**src/rtl/frac_clk_en.sv**
```systemverilog
module frac_clk_en #(
  parameter int WIN_W     = 5,
  parameter int FIELD_LSB = 8,
  parameter int KICK_BIT  = 31
) (
  input  logic        clk,
  input  logic        rst_n,
  input  logic        reg_addr,
  input  logic [31:0] reg_wdata,
  input  logic        reg_we,
  output logic [31:0] reg_rdata,
  output logic        clk_en_o
);
  localparam int WIN = 1 << WIN_W;
  localparam logic [WIN_W:0] FULL = WIN_W'(0) + (WIN_W+1)'(WIN);

  logic [31:0]      ctrl_q;
  logic             kick_q;
  logic [WIN_W-1:0] phase_q;
  logic [WIN_W-1:0] acc_q;
  logic [WIN_W:0]   mult_q;
  logic [WIN_W:0]   sum;
  logic             boundary;
  logic [WIN_W-1:0] field;

  assign field    = ctrl_q[FIELD_LSB +: WIN_W];
  assign boundary = (phase_q == {WIN_W{1'b1}});
  assign sum      = {1'b0, acc_q} + mult_q;
  assign clk_en_o = sum[WIN_W];
  assign reg_rdata = reg_addr ? {kick_q, 31'b0} : ctrl_q;

  always_ff @(posedge clk or negedge rst_n) begin
    if (!rst_n) begin
      ctrl_q  <= '0;
      kick_q  <= 1'b0;
      phase_q <= '0;
      acc_q   <= '0;
      mult_q  <= FULL;
    end else begin
      phase_q <= phase_q + 1'b1;
      acc_q   <= sum[WIN_W-1:0];
      if (reg_we && !reg_addr && !kick_q)
        ctrl_q <= reg_wdata;
      if (reg_we && reg_addr && reg_wdata[KICK_BIT])
        kick_q <= 1'b1;
      if (kick_q && boundary)
        mult_q <= FULL - {1'b0, field};
      if (kick_q && phase_q == '0 && mult_q == FULL - {1'b0, field})
        kick_q <= 1'b0;
    end
  end

  always_comb begin
    if (rst_n) assert (mult_q >= 1 && mult_q <= FULL);
  end

  p_kick_clear_r6: assert property (@(posedge clk) disable iff (!rst_n)
    $fell(kick_q) |-> $past(phase_q) == '0);

  p_mult_window_r6: assert property (@(posedge clk) disable iff (!rst_n)
    !boundary |=> $stable(mult_q));

  p_ctrl_hold_r7: assert property (@(posedge clk) disable iff (!rst_n)
    (kick_q && reg_we && !reg_addr) |=> $stable(ctrl_q));

  p_acc_window_r2: assert property (@(posedge clk) disable iff (!rst_n)
    boundary |=> acc_q == '0);
endmodule

```
**config.mk**
```make
export PLATFORM = sky130hd
export DESIGN_NAME = frac_clk_en
export DESIGN_NICKNAME = d
export VERILOG_FILES = /design/src/rtl/frac_clk_en.sv
export SDC_FILE = /design/constraint.sdc
export NUM_CORES = 1
export LEC_CHECK = 0
export ABC_AREA = 1
export BUFFER_PORTS_ARGS = -buffer_cell sky130_fd_sc_hd__buf_2
export CAP_MARGIN = 5
export CORE_UTILIZATION = 50
export CTS_BUF_LIST = sky130_fd_sc_hd__clkbuf_2
export DETAILED_ROUTE_END_ITERATION = 10
export GPL_ROUTABILITY_DRIVEN = 0
export MAX_ROUTING_LAYER = met4
export PLACE_DENSITY = 0.82
export SLEW_MARGIN = 20
export SYNTH_ARGS = -nofsm -noshare
export SYNTH_HDL_FRONTEND = slang
export SYNTH_SLANG_ARGS = --single-unit
export TNS_END_PERCENT = 100
```
**constraint.sdc**
```tcl
create_clock -name clk -period 4.4 [get_ports clk]
set_input_delay 0.44 -clock clk [delete_from_list [all_inputs] [get_ports clk]]
set_output_delay 0.44 -clock clk [all_outputs]
set_load 0.05 [all_outputs]
```
Yosys cells after proc, flatten, opt, wreduce, memory -nomap -nowiden
Index checks and enable logic that the tools add are counted.

storage, ports and cells
  word-level logic and storage cells = 24
  register bits = 49
  input port bits = 36
  output and inout bits = 33

operators by class
  reduce and logical (&&, ||, !) cells = 11
  equality and inequality tests = 2
  mux-type cells = 3
  add/sub/neg operators = 3

operators by type and width
  operator               number
  $mux W32               1
  $logic_and A1 B1 Y1    7
  $add A5 B6 Y6          1
  $eq A6 B6 Y1           1
  $sub A6 B5 Y6 const A  1
  $add A5 B1 Y5 const B  1
  $eq A5 B5 Y1 const B   1
  $logic_not A5 Y1       1
  $logic_not A1 Y1       2
  $mux W1                2
  $reduce_bool A2 Y1     1

Depth between registers and ports, before layout
Gate-level depths: netlist (run 1).

  depth in word-level cells = 4
  depth in mapped cells = 11
  mapped depth without buffers = 11

Worst setup path after synthesis (run 1)
OpenSTA, ideal clock, no wires.

  path type = reg-to-output
  start = register mult_q[2]
  end = output port clk_en_o
  buffers on the path = 0
  slack = 2.182 ns
  data required time = 3.960 ns
  cell stages (with the launch flop) = 6
  arrival time = 1.778 ns
  cell sequence = dfrtp_1 ha_1 a21o_1 nand2_1 nand3_1 xor2_1

on the way
  longest elaborated chain between the ends = 1

ends and longest elaborated chain
  element                   line  source
  start: declaration        21    logic [WIN_W:0] mult_q;
  start signal: assignment  47    mult_q <= FULL - {1'b0, field};
  $add A5 B6 Y6             28    assign sum = {1'b0, acc_q} + mult_q;
  end: declaration          12    output logic clk_en_o

Every way passes these cells.

Worst setup path after layout (run 1)
Ends and elaborated chain as after synthesis.

==> results.py, run 1 <==
metrics = {
    "critical_path": {
        "crit_start": "mult_q[2]",
        "worst_r2r_endpoint": "ctrl_q[31]",
        "rrSetupSlack_ps": 2450,
        "timing.critical_path.from_type": "flip-flop",
        "critPathCaptureType": "primary output",
        "arrival_time_at_the_worst_endpoint_ps": 1960,
        "crit_type": "flip-flop to primary output",
        "critPathRequiredTime_ps": 3960,
        "worst_r2r_startpoint": "kick_q",
        "critical_path.max_fanout": 5,
        "reg2reg_depth": 3,
    },
    "die": {
        "fp.coreArea_um2": 4850,
        "y_dimension_of_the_die_um": 73.8,
        "initial_utilization": 0.532,
        "io_pins": 69,
        "row_count": 25,
        "die_area_um2": 5450,
        "die_w_um": 73.8,
    },
    "synth": {
        "netlist_top_cells_area": "sky130_fd_sc_hd__dfrtp_1 47%, sky130_fd_sc_hd__a21oi_2 11%, sky130_fd_sc_hd__nor2_1 7.7%",
        "syn_avg_cell_area_um2": 9.08,
        "synth_top_cell_area_share": 0.466,
        "netlist-cell-type-count": 26,
        "yosys_register_bits": 49,
        "post_synth_inst_count": 284,
        "mappedNetlistArea_um2": 2580,
        "synth_area_leader_cell": "sky130_fd_sc_hd__dfrtp_1",
        "yosys_warnings": 0,
        "synth.yosys.seq_area_share": 0.476,
        "postSynthNetCount": 330,
    },
    "cts": {
        "cts.htree.levels": 2,
        "postCtsResizedCells": 0,
        "cts_root_buf": "sky130_fd_sc_hd__clkbuf_2",
        "worst_skew_pair.late_latency_ps": 410,
        "clock-sinks": 49,
        "cts_buffers": 5,
        "clockBufferDepth": 2,
        "tritoncts": "yes",
        "worst_setup_hold_path_clk_slew_ps": 230,
    },
    "detailed_routing": {
        "drt-initial-drc-count": 99,
        "route.vias.total": 1984,
        "number_of_optimization_iterations_in_the_first_detailed_route_pass": 4,
        "postRouteWirelength_um": 4700,
        "route.detailed.wl_per_inst_um": 11.3,
        "ant_nets": 0,
        "remaining_drc_errors": 0,
        "vias_per_cell": 4.76,
    },
    "hold_path": {
        "worst_hold_path.num_cells": 3,
        "hold_end": "ctrl_q[6]",
        "timing.hold.worst.start": "reg_wdata[6]",
        "holdCritPathClass": "input pin to flip-flop",
    },
    "run_status": {
        "run_status": "completed",
    },
    "sta": {
        "tns_ps": 0,
        "slew_headroom": 0.321,
        "timing_hold_violations_final": 0,
        "timing.final.max_slew_violations": 0,
        "fmaxAchievable_mhz": 416,
        "setup_repair_after_global_routing_missed_its_margin": "no",
        "final.min_clock_period_ps": 2400,
        "timing.final.crit_share": 0.546,
        "setup_slack_ps": 2000,
        "worst_pin_slew_ps": 1020,
        "final-setup-viol-count": 0,
        "clock_skew_ps": 17.7,
    },
    "power_and_ir_drop": {
        "vdd_ir_drop_max_mv": 0.227,
        "total_power_uw": 1190,
        "leakagePower_uw": 0.00162,
        "pwr_density_nw_per_um2": 403,
    },
    "layout": {
        "syn2layout_area_growth_pct": 14.8,
        "layout.area.seq_um2": 1230,
        "drive_gt1_frac": 0.389,
        "layout_common_cells": "67 x sky130_fd_sc_hd__buf_2, 53 x sky130_fd_sc_hd__nor2_1, 48 x sky130_fd_sc_hd__dfrtp_1",
        "layout.nets": 395,
        "antenna-diode-count": 0,
        "multi_input_area_um2": 1090,
        "layout_commonest_cell": "sky130_fd_sc_hd__buf_2",
        "fill_cells": 417,
    },
    "global_routing": {
        "vias_in_the_first_global_route": 1867,
        "top_usage_layer_grt": "met2",
        "grt_overflow": 0,
        "grt_util_met3": 0.0535,
        "grt_antenna_before_repair": 0,
        "grt.met1_usage": 0.242,
        "maximum_number_of_pins_on_one_net_before_global_route_repair": 64,
        "grt_use_met2": 0.315,
        "grt_use_total": 0.196,
        "grt_first_pass_wirelength_um": 7780,
    },
    "placed_design": {
        "place_worst_setup_slack_ps": 2070,
        "place.detailed.hpwl_um": 3390,
        "count_of_input_and_output_buffers": 68,
    },
    "job": {
        "max_cap_violations": 0,
    },
}
cells in the mapped netlist:
master,n
sky130_fd_sc_hd__nand4_1,3
sky130_fd_sc_hd__nand3_2,1
sky130_fd_sc_hd__o21ai_0,6
sky130_fd_sc_hd__fa_1,1
sky130_fd_sc_hd__xor2_1,5
sky130_fd_sc_hd__nor2_1,53
sky130_fd_sc_hd__a21oi_2,31
sky130_fd_sc_hd__dfrtp_1,48
sky130_fd_sc_hd__clkbuf_1,4
sky130_fd_sc_hd__nand3_1,9
sky130_fd_sc_hd__nand3b_1,3
sky130_fd_sc_hd__xnor2_1,1
sky130_fd_sc_hd__a21o_1,1
sky130_fd_sc_hd__a21oi_1,3
sky130_fd_sc_hd__nand3_4,1
sky130_fd_sc_hd__mux2_4,1
sky130_fd_sc_hd__inv_4,1
sky130_fd_sc_hd__nand2_1,30
sky130_fd_sc_hd__buf_6,7
sky130_fd_sc_hd__a31oi_1,1
sky130_fd_sc_hd__nor2_2,20
sky130_fd_sc_hd__nand2_2,2
sky130_fd_sc_hd__inv_1,40
sky130_fd_sc_hd__inv_2,2
sky130_fd_sc_hd__ha_1,9
sky130_fd_sc_hd__dfstp_2,1
cell type report:
cell class / count / share of cell area
clock buffers: 6 / 0.0101
clock inverters: 2 / 0.00338
inverters: 43 / 0.0553
multi-input cells: 181 / 0.369
flip-flops and latches: 49 / 0.414
well taps: 67 / 0.0283
repair buffers: 69 / 0.119
worst max-delay path, cell delays in order, from the launching register on:
cell                      delay [ps]
sky130_fd_sc_hd__dfrtp_1         470
sky130_fd_sc_hd__ha_1            360
sky130_fd_sc_hd__a21o_1          190
sky130_fd_sc_hd__nand2_1          60
sky130_fd_sc_hd__nand3_1          80
sky130_fd_sc_hd__xor2_1          120
sky130_fd_sc_hd__buf_2           270
worst max-delay path by stage:
stage | to | slack (ps) | cells past startpoint
floorplan | clk_en_o | 2180 | 5
global placement | ctrl_q[31] | 2100 | 4
detailed placement | ctrl_q[31] | 2070 | 4
CTS | clk_en_o | 1970 | 6
global route | clk_en_o | 1830 | 6
finish | clk_en_o | 2000 | 6
sequential cells by signal (all words and copies together), names as in the netlist:
name,count
acc_q,5
ctrl_q,32
kick_q,1
mult_q,6
phase_q,5
stage by stage:
step | utilization | cells | hold WS (ps) | instance area (µm²)
5_1_grt | 0.611 | 417 | 186 | 2960
6_report | 0.611 | 417 | 243 | 2960
3_3_place_gp | 0.600 | 408 | 456 | 2910
4_1_cts | 0.608 | 416 | 179 | 2950
2_1_floorplan | - | 284 | 144 | 2580
3_5_place_dp | 0.600 | 408 | 464 | 2910
layer usage:
metal	wire length [µm]	vias to the layer above	share of wire
li1	-	1005	-
met1	2160	919	0.46
met2	2310	56	0.49
met3	195	4	0.042
met4	30	0	0.0064
met5	0	-	0
where the power goes:
part	internal (µW)	switching [µW]
sequential	525	29.4
combinational	128	336
clock	40.0	135
logic make-up after synthesis:
kind of cell	share of synthesized area
XOR/XNOR	0.0204
AO/OA/AOI/OAI	0.128
flip-flops	0.476
AND/OR/NAND/NOR	0.218
adder cells (fa/ha/maj)	0.0514
multiplexers	0.00582
buffers and inverters	0.100
repair_timing:
| item | CTS | global route |
|---|---|---|
| hold endpoints to repair | 0 | 38 |
| buffers inserted | 0 | 0 |
| hold buffers | 0 | 1 |
Power figures use the tool's default switching activity.
==> run 2: changes to the inputs <==
CORE_UTILIZATION = 49   (was 50)
PLACE_DENSITY = 0.84   (was 0.82)
clock period = 2.2 ns   (was 4.4 ns; I/O delays follow)
==> results.py, run 2 (synthesized netlist as in run 1, its figures left out) <==
metrics = {
    "run_status": {
        "run_status": "completed",
    },
    "layout": {
        "finalInstanceArea_um2": 3320,
        "layout_commonest_cell": "sky130_fd_sc_hd__buf_2",
        "drive_gt1_frac": 0.385,
        "registers.top_by_ff_count": "ctrl_q",
        "fill_cells": 428,
        "antenna-diode-count": 0,
        "layout.nets": 427,
        "biggestRegsByFlops": "ctrl_q (32), mult_q (6)",
        "number_of_flip_flops_in_the_largest_register": 32,
        "multi_input_area_um2": 1130,
        "syn2layout_area_growth_pct": 28.6,
        "layout_common_cells": "67 x sky130_fd_sc_hd__buf_2, 53 x sky130_fd_sc_hd__nor2_1, 48 x sky130_fd_sc_hd__dfrtp_1",
        "layout.area.seq_um2": 1230,
    },
    "sta": {
        "fmaxAchievable_mhz": 482,
        "timing.final.crit_share": 0.944,
        "slew_headroom": 0.556,
        "final-setup-viol-count": 0,
        "worst_pin_slew_ps": 666,
        "timing.final.max_slew_violations": 0,
        "clock_skew_ps": 15.2,
        "tns_ps": 0,
        "final.min_clock_period_ps": 2080,
        "timing_hold_violations_final": 0,
    },
    "job": {
        "max_cap_violations": 0,
    },
    "detailed_routing": {
        "drt-initial-drc-count": 38,
        "route.vias.total": 2158,
        "remaining_drc_errors": 0,
        "number_of_optimization_iterations_in_the_first_detailed_route_pass": 4,
        "postRouteWirelength_um": 5630,
        "route.detailed.wl_per_inst_um": 12.5,
        "ant_nets": 0,
        "vias_per_cell": 4.77,
    },
    "global_routing": {
        "maximum_number_of_pins_on_one_net_before_global_route_repair": 33,
        "vias_in_the_first_global_route": 2015,
        "grt_overflow": 0,
        "grt_first_pass_wirelength_um": 8630,
        "grt_antenna_before_repair": 0,
        "grt_use_total": 0.212,
    },
    "die": {
        "row_count": 26,
        "y_dimension_of_the_die_um": 74.5,
        "io_pins": 69,
        "initial_utilization": 0.508,
        "die_w_um": 74.5,
        "die_area_um2": 5560,
        "fp.coreArea_um2": 5070,
    },
    "power_and_ir_drop": {
        "combPwrFrac": 0.402,
        "p_clk_frac": 0.146,
        "power.net_switching_uw": 1030,
        "vdd_ir_drop_max_mv": 0.592,
        "power.sequential.fraction": 0.452,
        "p_int_uw": 1420,
        "sw_frac_of_total": 0.421,
        "leakagePower_uw": 0.00176,
        "pwr_density_nw_per_um2": 739,
    },
    "hold_path": {
        "worst_hold_path.num_cells": 3,
        "timing.hold.worst.start": "reg_wdata[10]",
        "holdCritPathClass": "input pin to flip-flop",
    },
    "cts": {
        "worst_skew_pair.late_latency_ps": 420,
        "clockBufferDepth": 2,
        "tritoncts": "yes",
        "worst_setup_hold_path_clk_slew_ps": 230,
        "cts_buffers": 5,
        "cts_root_buf": "sky130_fd_sc_hd__clkbuf_2",
        "cts.htree.levels": 2,
        "clock-sinks": 49,
    },
    "critical_path": {
        "crit_type": "flip-flop to primary output",
        "critical_path.max_fanout": 5,
        "reg2reg_depth": 11,
        "path_buf_inv": 1,
        "crit_start": "mult_q[2]",
        "worst_r2r_startpoint": "ctrl_q[8]",
        "timing.critical_path.from_type": "flip-flop",
        "path_cells": "ha_4, a21o_1, nand2_1, nand3_1, xor2_1, buf_4",
        "critPathRequiredTime_ps": 1980,
        "critPathCaptureType": "primary output",
        "cp_slowest_stage_delay_ps": 480,
        "path_delay_family": "flip-flops",
        "arrival_time_at_the_worst_endpoint_ps": 1860,
        "levels_on_crit_path": 6,
        "critPathSlowestCell": "sky130_fd_sc_hd__dfrtp_1",
    },
    "placed_design": {
        "detailed_place.area_um2": 2960,
        "count_of_input_and_output_buffers": 68,
        "place.detailed.hpwl_um": 3650,
    },
}
run 2: worst paths after layout:
kind | end | slack, ps
max in group asynchronous | mult_q[1] | 1260
min in group asynchronous | ctrl_q[3] | 330
max | clk_en_o | 120
min | ctrl_q[10] | 20
max reg2reg | kick_q | 660
min reg2reg | acc_q[0] | 520
run 2: final cells by class:
| type | instances | share of cell area |
|---|---|---|
| well taps | 70 | 0.0264 |
| flip-flops and latches | 49 | 0.370 |
| repair buffers | 101 | 0.201 |
| multi-input cells | 181 | 0.341 |
| clock inverters | 2 | 0.00302 |
| clock buffers | 6 | 0.00906 |
| inverters | 43 | 0.0494 |
run 2: worst register-to-register path, cell delays in order, from the launching register on:
cell and delay (ps):
sky130_fd_sc_hd__dfrtp_1 440, sky130_fd_sc_hd__inv_2 140, sky130_fd_sc_hd__ha_1 250, sky130_fd_sc_hd__inv_1 60, sky130_fd_sc_hd__nand2_1 90, sky130_fd_sc_hd__nand2_2 60, sky130_fd_sc_hd__nand2_1 50, sky130_fd_sc_hd__nand2_1 70
sky130_fd_sc_hd__nor2_1 100, sky130_fd_sc_hd__nand3_1 70, sky130_fd_sc_hd__nor2_1 100, sky130_fd_sc_hd__nor2_1 50
run 2: layer usage:
metal | global-route usage | up-vias | routed length [µm]
li1 | - | 1073 | -
met2 | 0.340 | 65 | 2890
met3 | 0.0542 | 10 | 246
met1 | 0.263 | 1010 | 2430
met4 | 0.0671 | 0 | 72
met5 | - | - | 0
run 2: power by group through the flow:
stage	registers (µW)	logic, µW	clock network, µW
floorplan	1110	734	0
global placement	1120	923	0
detailed placement	1120	944	0
CTS	1110	957	371
global route	1120	1070	406
finish	1110	984	359
run 2: stage by stage:
stage	utilization	total power (µW)	setup slack (ps)	std cells	hold WS, ps
2_1_floorplan	-	1840	202	284	-75.6
3_3_place_gp	0.584	2040	544	416	283
3_5_place_dp	0.584	2070	504	416	292
4_1_cts	0.610	2440	45.5	433	0.108
5_1_grt	0.653	2590	-8.88	452	2.94
6_report	0.653	2450	124	452	19.6
run 2: timing repair:
item                       in CTS  in global routing
buffers inserted                0                  3
setup endpoints to repair       1                  1
hold buffers                    9                 16
gates resized for setup         1                  3
hold endpoints to repair       35                 16
==> run 3: changes to the inputs <==
--- a/config.mk
+++ b/config.mk
@@ -20,2 +20 @@
 export SYNTH_SLANG_ARGS = --single-unit
-export TNS_END_PERCENT = 100
--- a/constraint.sdc
+++ b/constraint.sdc
@@ -3,2 +3,2 @@
 set_output_delay 0.22 -clock clk [all_outputs]
-set_load 0.05 [all_outputs]
+set_load 0.02 [all_outputs]
==> results.py, run 3 (synthesized netlist as in run 1, its figures left out) <==
metrics = {
    "run_status": {
        "run_status": "completed",
    },
    "detailed_routing": {
        "postRouteWirelength_um": 4590,
        "number_of_optimization_iterations_in_the_first_detailed_route_pass": 4,
        "route.vias.total": 1994,
        "drt-initial-drc-count": 30,
        "route.detailed.wl_per_inst_um": 10.7,
        "remaining_drc_errors": 0,
        "ant_nets": 0,
        "vias_per_cell": 4.66,
    },
    "critical_path": {
        "cp_slowest_stage_delay_ps": 430,
        "critPathCaptureType": "primary output",
        "arrival_time_at_the_worst_endpoint_ps": 1820,
        "crit_type": "flip-flop to primary output",
        "critPathRequiredTime_ps": 1980,
        "timing.critical_path.from_type": "flip-flop",
        "path_cells": "ha_1, a21o_1, nand2_1, nand3_1, xor2_1, buf_4",
        "critPathSlowestCell": "sky130_fd_sc_hd__dfrtp_1",
        "critical_path.max_fanout": 5,
    },
    "cts": {
        "cts.htree.levels": 2,
        "tritoncts": "yes",
        "clockBufferDepth": 2,
        "clock-sinks": 49,
        "cts_root_buf": "sky130_fd_sc_hd__clkbuf_2",
        "worst_setup_hold_path_clk_slew_ps": 220,
        "cts_buffers": 5,
        "worst_skew_pair.late_latency_ps": 400,
    },
    "die": {
        "row_count": 26,
        "fp.coreArea_um2": 5070,
        "initial_utilization": 0.508,
        "die_area_um2": 5560,
        "io_pins": 69,
        "y_dimension_of_the_die_um": 74.5,
        "die_w_um": 74.5,
    },
    "sta": {
        "clock_skew_ps": 13.9,
        "final-setup-viol-count": 0,
        "slew_headroom": 0.582,
        "final.min_clock_period_ps": 2040,
        "setup_repair_after_global_routing_missed_its_margin": "no",
        "timing.final.max_slew_violations": 0,
        "timing_hold_violations_final": 0,
        "worst_pin_slew_ps": 627,
        "timing.final.crit_share": 0.925,
        "fmaxAchievable_mhz": 491,
        "tns_ps": 0,
    },
    "layout": {
        "layout_commonest_cell": "sky130_fd_sc_hd__buf_2",
        "biggestRegsByFlops": "ctrl_q (32), mult_q (6)",
        "syn2layout_area_growth_pct": 18.3,
        "number_of_flip_flops_in_the_largest_register": 32,
        "drive_gt1_frac": 0.405,
        "registers.top_by_ff_count": "ctrl_q",
        "layout.nets": 403,
        "antenna-diode-count": 0,
        "layout_common_cells": "67 x sky130_fd_sc_hd__buf_2, 53 x sky130_fd_sc_hd__nor2_1, 48 x sky130_fd_sc_hd__dfrtp_1",
    },
    "global_routing": {
        "grt_overflow": 0,
        "grt_first_pass_wirelength_um": 8260,
        "vias_in_the_first_global_route": 1945,
        "grt_use_total": 0.198,
        "maximum_number_of_pins_on_one_net_before_global_route_repair": 33,
        "grt_antenna_before_repair": 0,
    },
    "power_and_ir_drop": {
        "vdd_ir_drop_max_mv": 0.509,
        "pwr_density_nw_per_um2": 711,
        "total_power_uw": 2170,
        "leakagePower_uw": 0.00166,
    },
    "hold_path": {
        "holdCritPathClass": "input pin to flip-flop",
    },
    "placed_design": {
        "count_of_input_and_output_buffers": 68,
        "place.detailed.hpwl_um": 3510,
    },
    "job": {
        "max_cap_violations": 0,
    },
}
[run 3: changes by cell type in the layout (fill, tap and decap cells not counted), sizes merged]
cell         delta
dlygate4sd3    -24
clkbuf          +2
clkinv          -2
[run 3: layout make-up]
class                   count  area, µm²
fillers                   447       2020
flip-flops and latches     49       1230
multi-input cells         181       1110
repair buffers             77        425
inverters                  43        164
well taps                  70       87.6
clock buffers               8       40.0
[run 3: through the flow]
stage          hold slack, ps  cell area, µm²  utilization  worst slack [ps]  instances
2_1_floorplan           -75.6            2580            -               607        284
3_3_place_gp              272            2960        0.584               640        416
3_5_place_dp              279            2960        0.584               599        416
4_1_cts                  19.8            3010        0.594               112        425
5_1_grt                  14.2            3050        0.601              2.76        428
6_report                 34.7            3050        0.601               164        428
[run 3: worst max-delay path, delay by kind of cell (launching register included)]
family	cells	cell delay, ps
buffers and inverters	1	160
xor gates and xnor gates	1	150
adders and majority gates	1	350
and+or+nand+nor	2	130
DFF	1	430
AOI/OAI and AO/OA	1	190
[run 3: final timing paths]
| check | end | depth (start not counted) | startpoint | slack (ps) |
|---|---|---|---|---|
| max in group asynchronous | ctrl_q[22] | 3 | rst_n | 1260 |
| worst max-delay path | clk_en_o | 6 | mult_q[2] | 160 |
| worst min-delay path | ctrl_q[0] | 3 | reg_wdata[0] | 30 |
| worst max register to register | kick_q | 11 | ctrl_q[8] | 620 |
| worst min register to register | phase_q[0] | 1 | phase_q[0] | 510 |
| min in group asynchronous | phase_q[2] | 2 | rst_n | 340 |
[run 3: metal layers]
metal  vias to the layer above  GRT usage  share of wire
met5                         -          -              0
li1                       1021          -              -
met1                       913      0.245           0.45
met3                         7     0.0366          0.046
met4                         0     0.0692          0.015
met2                        53      0.325           0.49
[run 3: repair_timing]
item                                    in CTS  in global routing
hold endpoints to repair                    26                  0
gates resized for setup                      0                  2
endpoints found under the setup margin       0                  1
buffers inserted                             0                  3
hold buffers                                 1                  0
[run 3: power breakdown]
group	switching (µW)	internal, µW
logic	447	261
clock network	265	93.7
registers	55.4	1050
